<file path="src/rtl/ictl_pkg.sv">
package ictl_pkg;
  localparam logic [15:0] VEC_HIGH = 16'h0008;
  localparam logic [15:0] VEC_LOW  = 16'h0018;
  // global enable and in-service bit positions
  localparam int G_HI = 0;
  localparam int G_LO = 1;
  typedef enum logic {LVL_LOW = 1'b0, LVL_HIGH = 1'b1} lvl_e;
endpackage

</file>
<file path="src/rtl/ictl_sync.sv">
module ictl_sync #(
  parameter int W      = 8,
  parameter int STAGES = 2
) (
  input  logic         clk,
  input  logic         rst_n,
  input  logic [W-1:0] d_i,
  output logic [W-1:0] q_o
);
  logic [W-1:0] stg_q [STAGES];

  for (genvar s = 0; s < STAGES; s++) begin : g_stage
    logic [W-1:0] stg_d;
    if (s == 0) begin : g_first
      assign stg_d = d_i;
    end else begin : g_next
      assign stg_d = stg_q[s-1];
    end
    always_ff @(posedge clk or negedge rst_n) begin
      if (!rst_n) stg_q[s] <= '0;
      else        stg_q[s] <= stg_d;
    end
  end

  assign q_o = stg_q[STAGES-1];
endmodule

</file>
<file path="src/rtl/ictl_src_regs.sv">
module ictl_src_regs #(
  parameter int N = 8
) (
  input  logic         clk,
  input  logic         rst_n,
  input  logic [N-1:0] evt_s_i,
  input  logic [N-1:0] clr_i,
  input  logic         en_we_i,
  input  logic [N-1:0] en_wd_i,
  input  logic         pri_we_i,
  input  logic [N-1:0] pri_wd_i,
  output logic [N-1:0] flag_o,
  output logic [N-1:0] en_o,
  output logic [N-1:0] pri_o
);
  logic [N-1:0] flag_q, flag_d;
  logic [N-1:0] en_q, en_d;
  logic [N-1:0] pri_q, pri_d;

  always_comb begin
    // an arriving event outranks a clear in the same cycle
    flag_d = (flag_q & ~clr_i) | evt_s_i;
    en_d   = en_we_i  ? en_wd_i  : en_q;
    pri_d  = pri_we_i ? pri_wd_i : pri_q;
  end

  always_ff @(posedge clk or negedge rst_n) begin
    if (!rst_n) begin
      flag_q <= '0;
      en_q   <= '0;
      pri_q  <= '0;
    end else begin
      flag_q <= flag_d;
      if (en_we_i)  en_q  <= en_d;
      if (pri_we_i) pri_q <= pri_d;
    end
  end

  assign flag_o = flag_q;
  assign en_o   = en_q;
  assign pri_o  = pri_q;

  // a set flag only falls under its clear strobe
  p_flag_sticky_r6: assert property (@(posedge clk) disable iff (!rst_n)
    (($past(flag_q & ~clr_i) & ~flag_q) == '0));

  // a synchronized event always lands in its flag
  p_flag_set_r6: assert property (@(posedge clk) disable iff (!rst_n)
    (evt_s_i != '0) |=> ((flag_q & $past(evt_s_i)) == $past(evt_s_i)));
endmodule

</file>
<file path="src/rtl/ictl_select.sv">
module ictl_select #(
  parameter int N     = 8,
  parameter int NCORE = 4,
  localparam int IW   = (N > 1) ? $clog2(N) : 1
) (
  input  logic [N-1:0]  flag_i,
  input  logic [N-1:0]  en_i,
  input  logic [N-1:0]  pri_i,
  input  logic [1:0]    gen_i,
  input  logic          mode_i,
  input  logic [1:0]    insvc_i,
  output logic          req_o,
  output logic          req_high_o,
  output logic [IW-1:0] req_src_o
);
  import ictl_pkg::*;

  logic [N-1:0] core_mask;
  for (genvar i = 0; i < N; i++) begin : g_mask
    assign core_mask[i] = (i < NCORE);
  end

  logic [N-1:0] pend, leg_v, hi_v, lo_v, pick_v;
  logic [IW-1:0] first_idx;

  always_comb begin
    pend  = flag_i & en_i;
    leg_v = pend & (core_mask | {N{gen_i[G_LO]}}) & {N{gen_i[G_HI]}};
    hi_v  = pend & pri_i & {N{gen_i[G_HI]}};
    lo_v  = pend & ~pri_i &
            {N{gen_i[G_HI] & gen_i[G_LO] & ~insvc_i[G_HI]}};
    if (!mode_i) begin
      pick_v     = leg_v;
      req_high_o = 1'b1;
    end else if (|hi_v) begin
      pick_v     = hi_v;
      req_high_o = 1'b1;
    end else begin
      pick_v     = lo_v;
      req_high_o = 1'b0;
    end
    req_o = |pick_v;
  end

  always_comb begin
    first_idx = '0;
    for (int i = N - 1; i >= 0; i--) begin
      if (pick_v[i]) first_idx = IW'(i);
    end
  end

  assign req_src_o = first_idx;
endmodule

</file>
<file path="src/rtl/ictl_ctrl.sv">
module ictl_ctrl #(
  parameter int N   = 8,
  localparam int IW = (N > 1) ? $clog2(N) : 1
) (
  input  logic          clk,
  input  logic          rst_n,
  input  logic          req_i,
  input  logic          req_high_i,
  input  logic [IW-1:0] req_src_i,
  input  logic          ack_i,
  input  logic          rfi_i,
  input  logic          gen_we_i,
  input  logic [1:0]    gen_wd_i,
  input  logic          mode_we_i,
  input  logic          mode_wd_i,
  output logic [1:0]    gen_o,
  output logic          mode_o,
  output logic [1:0]    insvc_o,
  output logic          irq_o,
  output logic [15:0]   vec_o,
  output logic [IW-1:0] src_o,
  output logic          high_o
);
  import ictl_pkg::*;

  logic [1:0]    gen_q, gen_d;
  logic [1:0]    insvc_q, insvc_d;
  logic          mode_q, mode_d;
  logic          irq_q, irq_d;
  logic [15:0]   vec_q, vec_d;
  logic [IW-1:0] src_q, src_d;
  logic          high_q, high_d;
  logic          take;

  assign take = ack_i & irq_q;

  always_comb begin
    gen_d   = gen_q;
    insvc_d = insvc_q;
    if (take) begin
      if (high_q) begin
        gen_d[G_HI]   = 1'b0;
        insvc_d[G_HI] = 1'b1;
      end else begin
        gen_d[G_LO]   = 1'b0;
        insvc_d[G_LO] = 1'b1;
      end
    end else if (rfi_i) begin
      if (insvc_q[G_HI]) begin
        insvc_d[G_HI] = 1'b0;
        gen_d[G_HI]   = 1'b1;
      end else if (insvc_q[G_LO]) begin
        insvc_d[G_LO] = 1'b0;
        gen_d[G_LO]   = 1'b1;
      end
    end
    if (gen_we_i) gen_d = gen_wd_i;
    mode_d = mode_we_i ? mode_wd_i : mode_q;
    irq_d  = req_i & ~take;
    high_d = req_high_i;
    vec_d  = irq_d ? (req_high_i ? VEC_HIGH : VEC_LOW) : 16'h0000;
    src_d  = irq_d ? req_src_i : '0;
  end

  always_ff @(posedge clk or negedge rst_n) begin
    if (!rst_n) begin
      gen_q   <= '0;
      insvc_q <= '0;
      mode_q  <= 1'b0;
      irq_q   <= 1'b0;
      vec_q   <= '0;
      src_q   <= '0;
      high_q  <= 1'b0;
    end else begin
      gen_q   <= gen_d;
      insvc_q <= insvc_d;
      if (mode_we_i) mode_q <= mode_d;
      irq_q   <= irq_d;
      vec_q   <= vec_d;
      src_q   <= src_d;
      high_q  <= high_d;
    end
  end

  assign gen_o   = gen_q;
  assign mode_o  = mode_q;
  assign insvc_o = insvc_q;
  assign irq_o   = irq_q;
  assign vec_o   = vec_q;
  assign src_o   = src_q;
  assign high_o  = high_q;

  // no low-level request while a high handler runs
  p_low_blocked_r5: assert property (@(posedge clk) disable iff (!rst_n)
    (irq_q && !high_q) |-> !insvc_q[G_HI]);

  // legacy mode only ever presents the high level
  p_legacy_high_r1: assert property (@(posedge clk) disable iff (!rst_n)
    (irq_q && !$past(mode_q)) |-> high_q);

  // a take closes its level and drops the request
  p_take_r7: assert property (@(posedge clk) disable iff (!rst_n)
    (ack_i && irq_q && !gen_we_i) |=>
      (!irq_q && ($past(high_q) ? (!gen_q[G_HI] && insvc_q[G_HI])
                               : (!gen_q[G_LO] && insvc_q[G_LO]))));

  // a return ends the high level first when it is active
  p_rfi_high_first_r8: assert property (@(posedge clk) disable iff (!rst_n)
    (rfi_i && !(ack_i && irq_q) && !gen_we_i && insvc_q[G_HI]) |=>
      (gen_q[G_HI] && !insvc_q[G_HI] && (insvc_q[G_LO] == $past(insvc_q[G_LO]))));
endmodule

</file>
<file path="src/rtl/irq_prio_ctrl.sv">
module irq_prio_ctrl #(
  parameter int NUM_SRC     = 8,
  parameter int NUM_CORE    = 4,
  parameter int SYNC_STAGES = 2,
  localparam int IW         = (NUM_SRC > 1) ? $clog2(NUM_SRC) : 1
) (
  input  logic               clk,
  input  logic               rst_n,
  input  logic [NUM_SRC-1:0] evt_i,
  input  logic [NUM_SRC-1:0] flag_clr_i,
  input  logic               en_we_i,
  input  logic [NUM_SRC-1:0] en_wdata_i,
  input  logic               pri_we_i,
  input  logic [NUM_SRC-1:0] pri_wdata_i,
  input  logic               gen_we_i,
  input  logic [1:0]         gen_wdata_i,
  input  logic               mode_we_i,
  input  logic               mode_wdata_i,
  input  logic               ack_i,
  input  logic               rfi_i,
  output logic               irq_o,
  output logic [15:0]        irq_vec_o,
  output logic [IW-1:0]      irq_src_o,
  output logic               irq_high_o,
  output logic [NUM_SRC-1:0] flag_o,
  output logic [1:0]         gen_o,
  output logic               mode_o,
  output logic [1:0]         insvc_o
);
  logic [NUM_SRC-1:0] evt_s, flag, en, pri;
  logic               req, req_high;
  logic [IW-1:0]      req_src;

  ictl_sync #(.W(NUM_SRC), .STAGES(SYNC_STAGES)) u_sync (
    .clk(clk), .rst_n(rst_n), .d_i(evt_i), .q_o(evt_s)
  );

  ictl_src_regs #(.N(NUM_SRC)) u_src (
    .clk(clk), .rst_n(rst_n), .evt_s_i(evt_s), .clr_i(flag_clr_i),
    .en_we_i(en_we_i), .en_wd_i(en_wdata_i),
    .pri_we_i(pri_we_i), .pri_wd_i(pri_wdata_i),
    .flag_o(flag), .en_o(en), .pri_o(pri)
  );

  ictl_select #(.N(NUM_SRC), .NCORE(NUM_CORE)) u_sel (
    .flag_i(flag), .en_i(en), .pri_i(pri), .gen_i(gen_o),
    .mode_i(mode_o), .insvc_i(insvc_o),
    .req_o(req), .req_high_o(req_high), .req_src_o(req_src)
  );

  ictl_ctrl #(.N(NUM_SRC)) u_ctrl (
    .clk(clk), .rst_n(rst_n), .req_i(req), .req_high_i(req_high),
    .req_src_i(req_src), .ack_i(ack_i), .rfi_i(rfi_i),
    .gen_we_i(gen_we_i), .gen_wd_i(gen_wdata_i),
    .mode_we_i(mode_we_i), .mode_wd_i(mode_wdata_i),
    .gen_o(gen_o), .mode_o(mode_o), .insvc_o(insvc_o),
    .irq_o(irq_o), .vec_o(irq_vec_o), .src_o(irq_src_o), .high_o(irq_high_o)
  );

  assign flag_o = flag;
endmodule

</file>
<file path="config.mk">
export PLATFORM = sky130hd
export DESIGN_NAME = irq_prio_ctrl
export DESIGN_NICKNAME = d
export VERILOG_FILES = /design/src/rtl/ictl_pkg.sv /design/src/rtl/ictl_sync.sv /design/src/rtl/ictl_src_regs.sv /design/src/rtl/ictl_select.sv /design/src/rtl/ictl_ctrl.sv /design/src/rtl/irq_prio_ctrl.sv
export SDC_FILE = /design/constraint.sdc
export NUM_CORES = 1
export LEC_CHECK = 0
export BUFFER_PORTS_ARGS = -buffer_cell sky130_fd_sc_hd__buf_2
export CAP_MARGIN = 20
export CORE_MARGIN = 2
export CORE_UTILIZATION = 54
export DETAILED_ROUTE_END_ITERATION = 8
export PLACE_DENSITY = 0.82
export SETUP_SLACK_MARGIN = 0.5
export SYNTH_ARGS = -nofsm -noshare
export SYNTH_HDL_FRONTEND = slang
export SYNTH_SLANG_ARGS = --single-unit
</file>
<file path="constraint.sdc">
create_clock -name clk -period 4.1 [get_ports clk]
set_input_delay 0.41 -clock clk [delete_from_list [all_inputs] [get_ports clk]]
set_output_delay 0.41 -clock clk [all_outputs]
set_load 0.01 [all_outputs]
</file>
# [After elaboration in Yosys (flattened, before gate mapping)]
# Cells that the tools add are included.
# Widths: inputs -> output; s select.
[word_totals] reg_bits=66 input_bits=43 out_inout_bits=34 wordCells=75
[op_classes] n_eq_ne=6 muxes=28 n_bitwise=17 n_reduce_logical=10
[ops] op="$and 8x8->8" n=8
[ops] op="$mux 3" n=9
[ops] op="$mux 16" n=1
[ops] op="$mux 8" n=2
[ops] op="$not 8->8" n=2
[ops] op="$reduce_or 8->1" n=2
[ops] op="$mux 1" n=10
[ops] op="$mux 2" n=5
[ops] op="$reduce_bool 3->1" n=3
[ops] op="$or 8x8->8" n=1
[ops] op="$ne 3x3->1 const B" n=2
[ops] op="$reduce_and 3->1" n=2
[ops] op="$mux 5" n=1
[ops] op="$and 1x1->1" n=4
[ops] op="$ne 2x2->1 const B" n=2
[ops] op="$reduce_and 4->1" n=1
[ops] op="$ne 3x2->1 const B" n=1
[ops] op="$ne 2x1->1 const B" n=1
[ops] op="$not 1->1" n=2
[ops] op="$reduce_and 2->1" n=1
[ops] op="$reduce_bool 2->1" n=1

# [Depth between registers and ports, before layout]
[logic_depth] depth_word=15 depth_mapped=7

# [Modules after synthesis]
# From an unflattened synthesis, not the netlist that was laid out.
[unflattened] cells_unflattened=209 area_unflattened_um2=2492.4
[by_module_without_submodules] mod="ictl_src_regs" n_inst=1 cells_each=58 area_per_inst_um2=953.4 seq_area_each_um2=600.6
[by_module_without_submodules] mod="ictl_select" n_inst=1 cells_each=85 area_per_inst_um2=586.8 seq_area_each_um2=0.0
[by_module_without_submodules] mod="ictl_ctrl" n_inst=1 cells_each=50 area_per_inst_um2=551.8 seq_area_each_um2=275.3
[by_module_without_submodules] mod="ictl_sync" n_inst=1 cells_each=16 area_per_inst_um2=400.4 seq_area_each_um2=400.4

# [Worst setup path after synthesis]
# No wires, ideal clock.
[synth_path] path_kind="flip-flop to flip-flop" start="reg u_ctrl.gen_q[0] (netlist: u_ctrl.gen_o[0])" end="reg u_ctrl.src_q[0] (netlist: u_ctrl.src_o[0])" setup_time_ns=0.144 arrival_time_ns=1.660 setup_slack_ns=2.296 stages_incl_launch_ff=8 synth_period_minus_slack_ns=1.804 cell_sequence="dfrtp_1 > buf_6 > nand4_2 > nand4_4 > or4_1 > o211ai_1 > a211o_1 > a41oi_1"
[synth_via] elab_chain_cells=14
[synth_lines] element="start, declared" line="ictl_ctrl.sv:26" text="logic [1:0] gen_q, gen_d;"
[synth_lines] element="start signal, assigned" line="ictl_ctrl.sv:75" text="gen_q <= gen_d;"
[synth_lines] element="$and 1x1->1 (2 in a row)" line="ictl_select.sv:31" text="{N{gen_i[G_HI] & gen_i[G_LO] & ~insvc_i[G_HI]}};"
[synth_lines] element="$and 8x8->8" line="ictl_select.sv:30" text="lo_v = pend & ~pri_i &"
[synth_lines] element="$mux 8" line="ictl_select.sv:35" text="end else if (|hi_v) begin"
[synth_lines] element="$mux 8 *" line="ictl_select.sv:32" text="if (!mode_i) begin"
[synth_lines] element="$mux 3 (8 in a row)" line="ictl_select.sv:48" text="if (pick_v[i]) first_idx = IW'(i);"
[synth_lines] element="$mux 3 *" line="ictl_ctrl.sv:62" text="src_d = irq_d ? req_src_i : '0;"
[synth_lines] element="net u_ctrl.src_d[0]" line="ictl_ctrl.sv:31" text="logic [IW-1:0] src_q, src_d;"
[synth_lines] element="end signal, assigned" line="ictl_ctrl.sv:80" text="src_q <= src_d;"
[synth_lines] element="end, declared" line="ictl_ctrl.sv:31"
# Mark *: on every way through the listed nets, which the timed path passes. The rest lies on a longest branch.
# A chain may end at the register's enable or synchronous reset.

# [Final worst setup path]
[layout_path] start="reg u_ctrl.gen_q[0] (netlist: u_ctrl.gen_o[0])" end="reg u_ctrl.vec_q[4] (netlist: u_ctrl.vec_o[4])"
[layout_via] elab_chain_cells=8
[layout_lines] element="$and 1x1->1 (2 in a row)" line="ictl_select.sv:31"
[layout_lines] element="$and 8x8->8" line="ictl_select.sv:30"
[layout_lines] element="$mux 8" line="ictl_select.sv:35"
[layout_lines] element="$mux 8 *" line="ictl_select.sv:32"
[layout_lines] element="$reduce_or 8->1 *" line="ictl_select.sv:42" text="req_o = |pick_v;"
[layout_lines] element="$and 1x1->1 *" line="ictl_ctrl.sv:59" text="irq_d = req_i & ~take;"
[layout_lines] element="net u_ctrl.irq_d" line="ictl_ctrl.sv:29" text="logic irq_q, irq_d;"
[layout_lines] element="$mux 16 *" line="ictl_ctrl.sv:61" text="vec_d = irq_d ? (req_high_i ? VEC_HIGH : VEC_LOW) : 16'h0000;"
[layout_lines] element="net u_ctrl.vec_d[4]" line="ictl_ctrl.sv:30" text="logic [15:0] vec_q, vec_d;"
[layout_lines] element="end signal, assigned" line="ictl_ctrl.sv:79" text="vec_q <= vec_d;"
[layout_lines] element="end, declared" line="ictl_ctrl.sv:30"
# Marks and branches as above.

==> qor.yml <==
status:
  status: "complete, but fails checks"
  violations: "negative hold slack"
power:
  power.share.sequential: 0.503
  vdd_drop_max_mv: 0.264
  total_power_mw: 1.22
  switching_share: 0.288
  p_sw_mw: 0.351
  p_int_mw: 0.869
  p_comb_frac: 0.206
  power_frac_clock: 0.291
  p_leak_nw: 1.38
  p_per_area_mw_per_mm2: 441
cts:
  numCtsBuffers: 5
  cts_setup_buffers: 0
  cts_resized: 0
  cts_tree: "yes"
  clock-root-buffer: "clkbuf_8"
  insertion_delay_ns: 0.30
  clk_pin_slew_ns: 0.09
  clk_path_buf_depth: 2
  cts_hold_buf: 0
  cts_sinks: 51
  cts.htree.levels: 2
logic_synthesis:
  synth_top_area_frac: 0.543
  yosysMostFrequentCell: "dfrtp_1"
  ys_types: 47
  netlist_instances: 199
  synthTopCellsByArea: "dfrtp_1 (54%), mux2_2 (7.7%), buf_4 (4.8%)"
  synth_edf_count: 0
  yosysWarnings: 0
  synth_commonest_cells: "dfrtp_1 (51), nand2_1 (18), mux2_2 (16), buf_4 (15), a21oi_1 (13)"
  async_flop_share: 1.00
  ys_seq_elements: 51
  syn_area_per_cell_um2: 11.8
  netlist_area_mm2: 0.00235
  seq_area_frac_synth: 0.543
  synthFlopType: "dfrtp_1"
  synth_top_cell_by_area: "dfrtp_1"
grt:
  grt_max_degree: 52
  antenna_found_initial: 0
  grt_use_total: 0.200
  grt_pass1_vias: 1718
  overflow: 0
  grt_pass1_wl_um: 7810
worst_setup_path:
  worst_ep_required_time_ns: 4.30
  r2r_cells: 6
  r2r-end: "u_ctrl.vec_o[4]"
  critPathMaxFanout: 22
  critPathArrivalTime_ns: 2.54
  critPathCaptureType: "register"
  r2r_start: "u_ctrl.gen_o[0]"
  cp-startpoint: "u_ctrl.gen_o[0]"
  crit_type: "reg2reg"
  cp-start-kind: "register"
  r2r_slack_ns: 1.76
die:
  rows: 23
  die_h_um: 69.9
  die-area_mm2: 0.00489
  die_w_um: 69.9
  initial_utilization: 0.575
  io_pins: 77
  core_area_mm2: 0.00409
timing:
  hold_viol_final: 12
  maxSlewViolCount: 0
  tns_ns: 0
  fmax_mhz: 427
  max_slew_margin: 0.481
  worstMarginPinSlew_ns: 0.778
  hold_slack_ns: -0.0101
  fin_crit_sh: 0.571
  setup_viol: 0
  fin_skew_ns: 0.00335
  rsz0062_at_grt: "false"
  period_minus_slack_ns: 2.34
route:
  drc: 0
  vias: 1717
  routed_via_density: 5.49
  drtAntennaViolNets: 0
  first_pass_iters: 4
  drt_iter0_drc: 90
  wl_um: 4640
  wl_per_cell_um: 14.8
hold_path:
  hp-class: "in2async"
placed_design:
  portBuffers: 62
  placed_cell_area_mm2: 0.00263
  hpwl_um: 3350
  gp_congestion: 0.918
final_layout:
  fin_area_mm2: 0.00277
  drive_gt1_frac: 0.376
  diodes: 0
  area_growth_pct: 17.8
  fin_util: 0.677
  fin_nets: 305
run:
  maxCapViolCount: 0
[how the worst max path moves through the flow]
stage                                  to  slack (ns)  cells after the start
final                     u_ctrl.vec_o[4]        1.76                      6
after CTS                 u_ctrl.vec_o[4]        1.78                      6
after floorplan           u_ctrl.src_o[0]        2.30                      7
after detailed placement  u_ctrl.vec_o[4]        1.81                      6
after global placement    u_ctrl.vec_o[4]        1.90                      6
after global routing      u_ctrl.vec_o[4]        1.61                      6
[power groups by stage]
stage / sequential, mW / combinational, mW / clock, mW
6_report: 0.614 / 0.252 / 0.355
3_3_place_gp: 0.620 / 0.243 / 0
4_1_cts: 0.613 / 0.251 / 0.366
2_1_floorplan: 0.617 / 0.177 / 0
5_1_grt: 0.624 / 0.279 / 0.385
3_5_place_dp: 0.623 / 0.249 / 0
[state kept, by name, indices dropped and copies added, names as in the netlist]
name	count
u_ctrl.insvc_o	2
u_src.en_o	8
u_ctrl.src_o	3
u_ctrl.vec_o	2
u_src.pri_o	8
u_src.flag_o	8
u_sync.g_stage.stg_d	8
u_ctrl.high_o	1
u_ctrl.gen_o	2
u_sync.q_o	8
u_ctrl.mode_o	1
[worst max-delay path: stages (launching register included)]
cell	delay, ns
dfrtp_1	0.85
nand4_1	0.30
nand4_4	0.22
a21oi_4	0.08
a2111oi_4	0.40
a41oi_2	0.17
and3_1	0.21
[cell type report]
| type | count | area [um^2] |
|---|---|---|
| Inverter | 11 | 41.3 |
| Multi-Input combinational cell | 130 | 938 |
| Tap cell | 50 | 62.6 |
| Fill cell | 323 | 1320 |
| Sequential cell | 51 | 1280 |
| Clock inverter | 2 | 35.0 |
| Clock buffer | 6 | 82.6 |
| Timing Repair Buffer | 63 | 330 |
[per-stage QoR]
stage / std cells / worst slack (ns)
floorplan: 212 / 2.30
global placement: 304 / 1.90
detailed placement: 304 / 1.81
CTS: 312 / 1.78
global route: 313 / 1.61
finish: 313 / 1.76
[placed cells by master (no fill, tap or decap), drive strengths merged, types with 4 or more instances in the layout]
cell     n
nand3    7
nand2   18
mux2    16
inv     11
buf     63
a21oi   14
conb    14
a21o    10
dfrtp   51
nand4    8
o21ai    8
nand2b   4
clkbuf   6
[layer usage]
| layer | vias to the layer above | GRT usage | wire length [um] |
|---|---|---|---|
| li1 | 809 | - | - |
| met3 | 7 | 0.0563 | 369 |
| met2 | 87 | 0.328 | 2230 |
| met1 | 814 | 0.253 | 1970 |
| met4 | 0 | 0.0705 | 74 |
| met5 | - | 0 | 0 |
[cells by family after synthesis]
group | Yosys count | synth area share
simple gates | 53 | 0.149
flops | 51 | 0.543
compound gates | 47 | 0.152
buf+inv | 31 | 0.0778
mux | 16 | 0.0767
other cells | 1 | 0.00160
No activity file was read; power rests on OpenSTA's default activity.
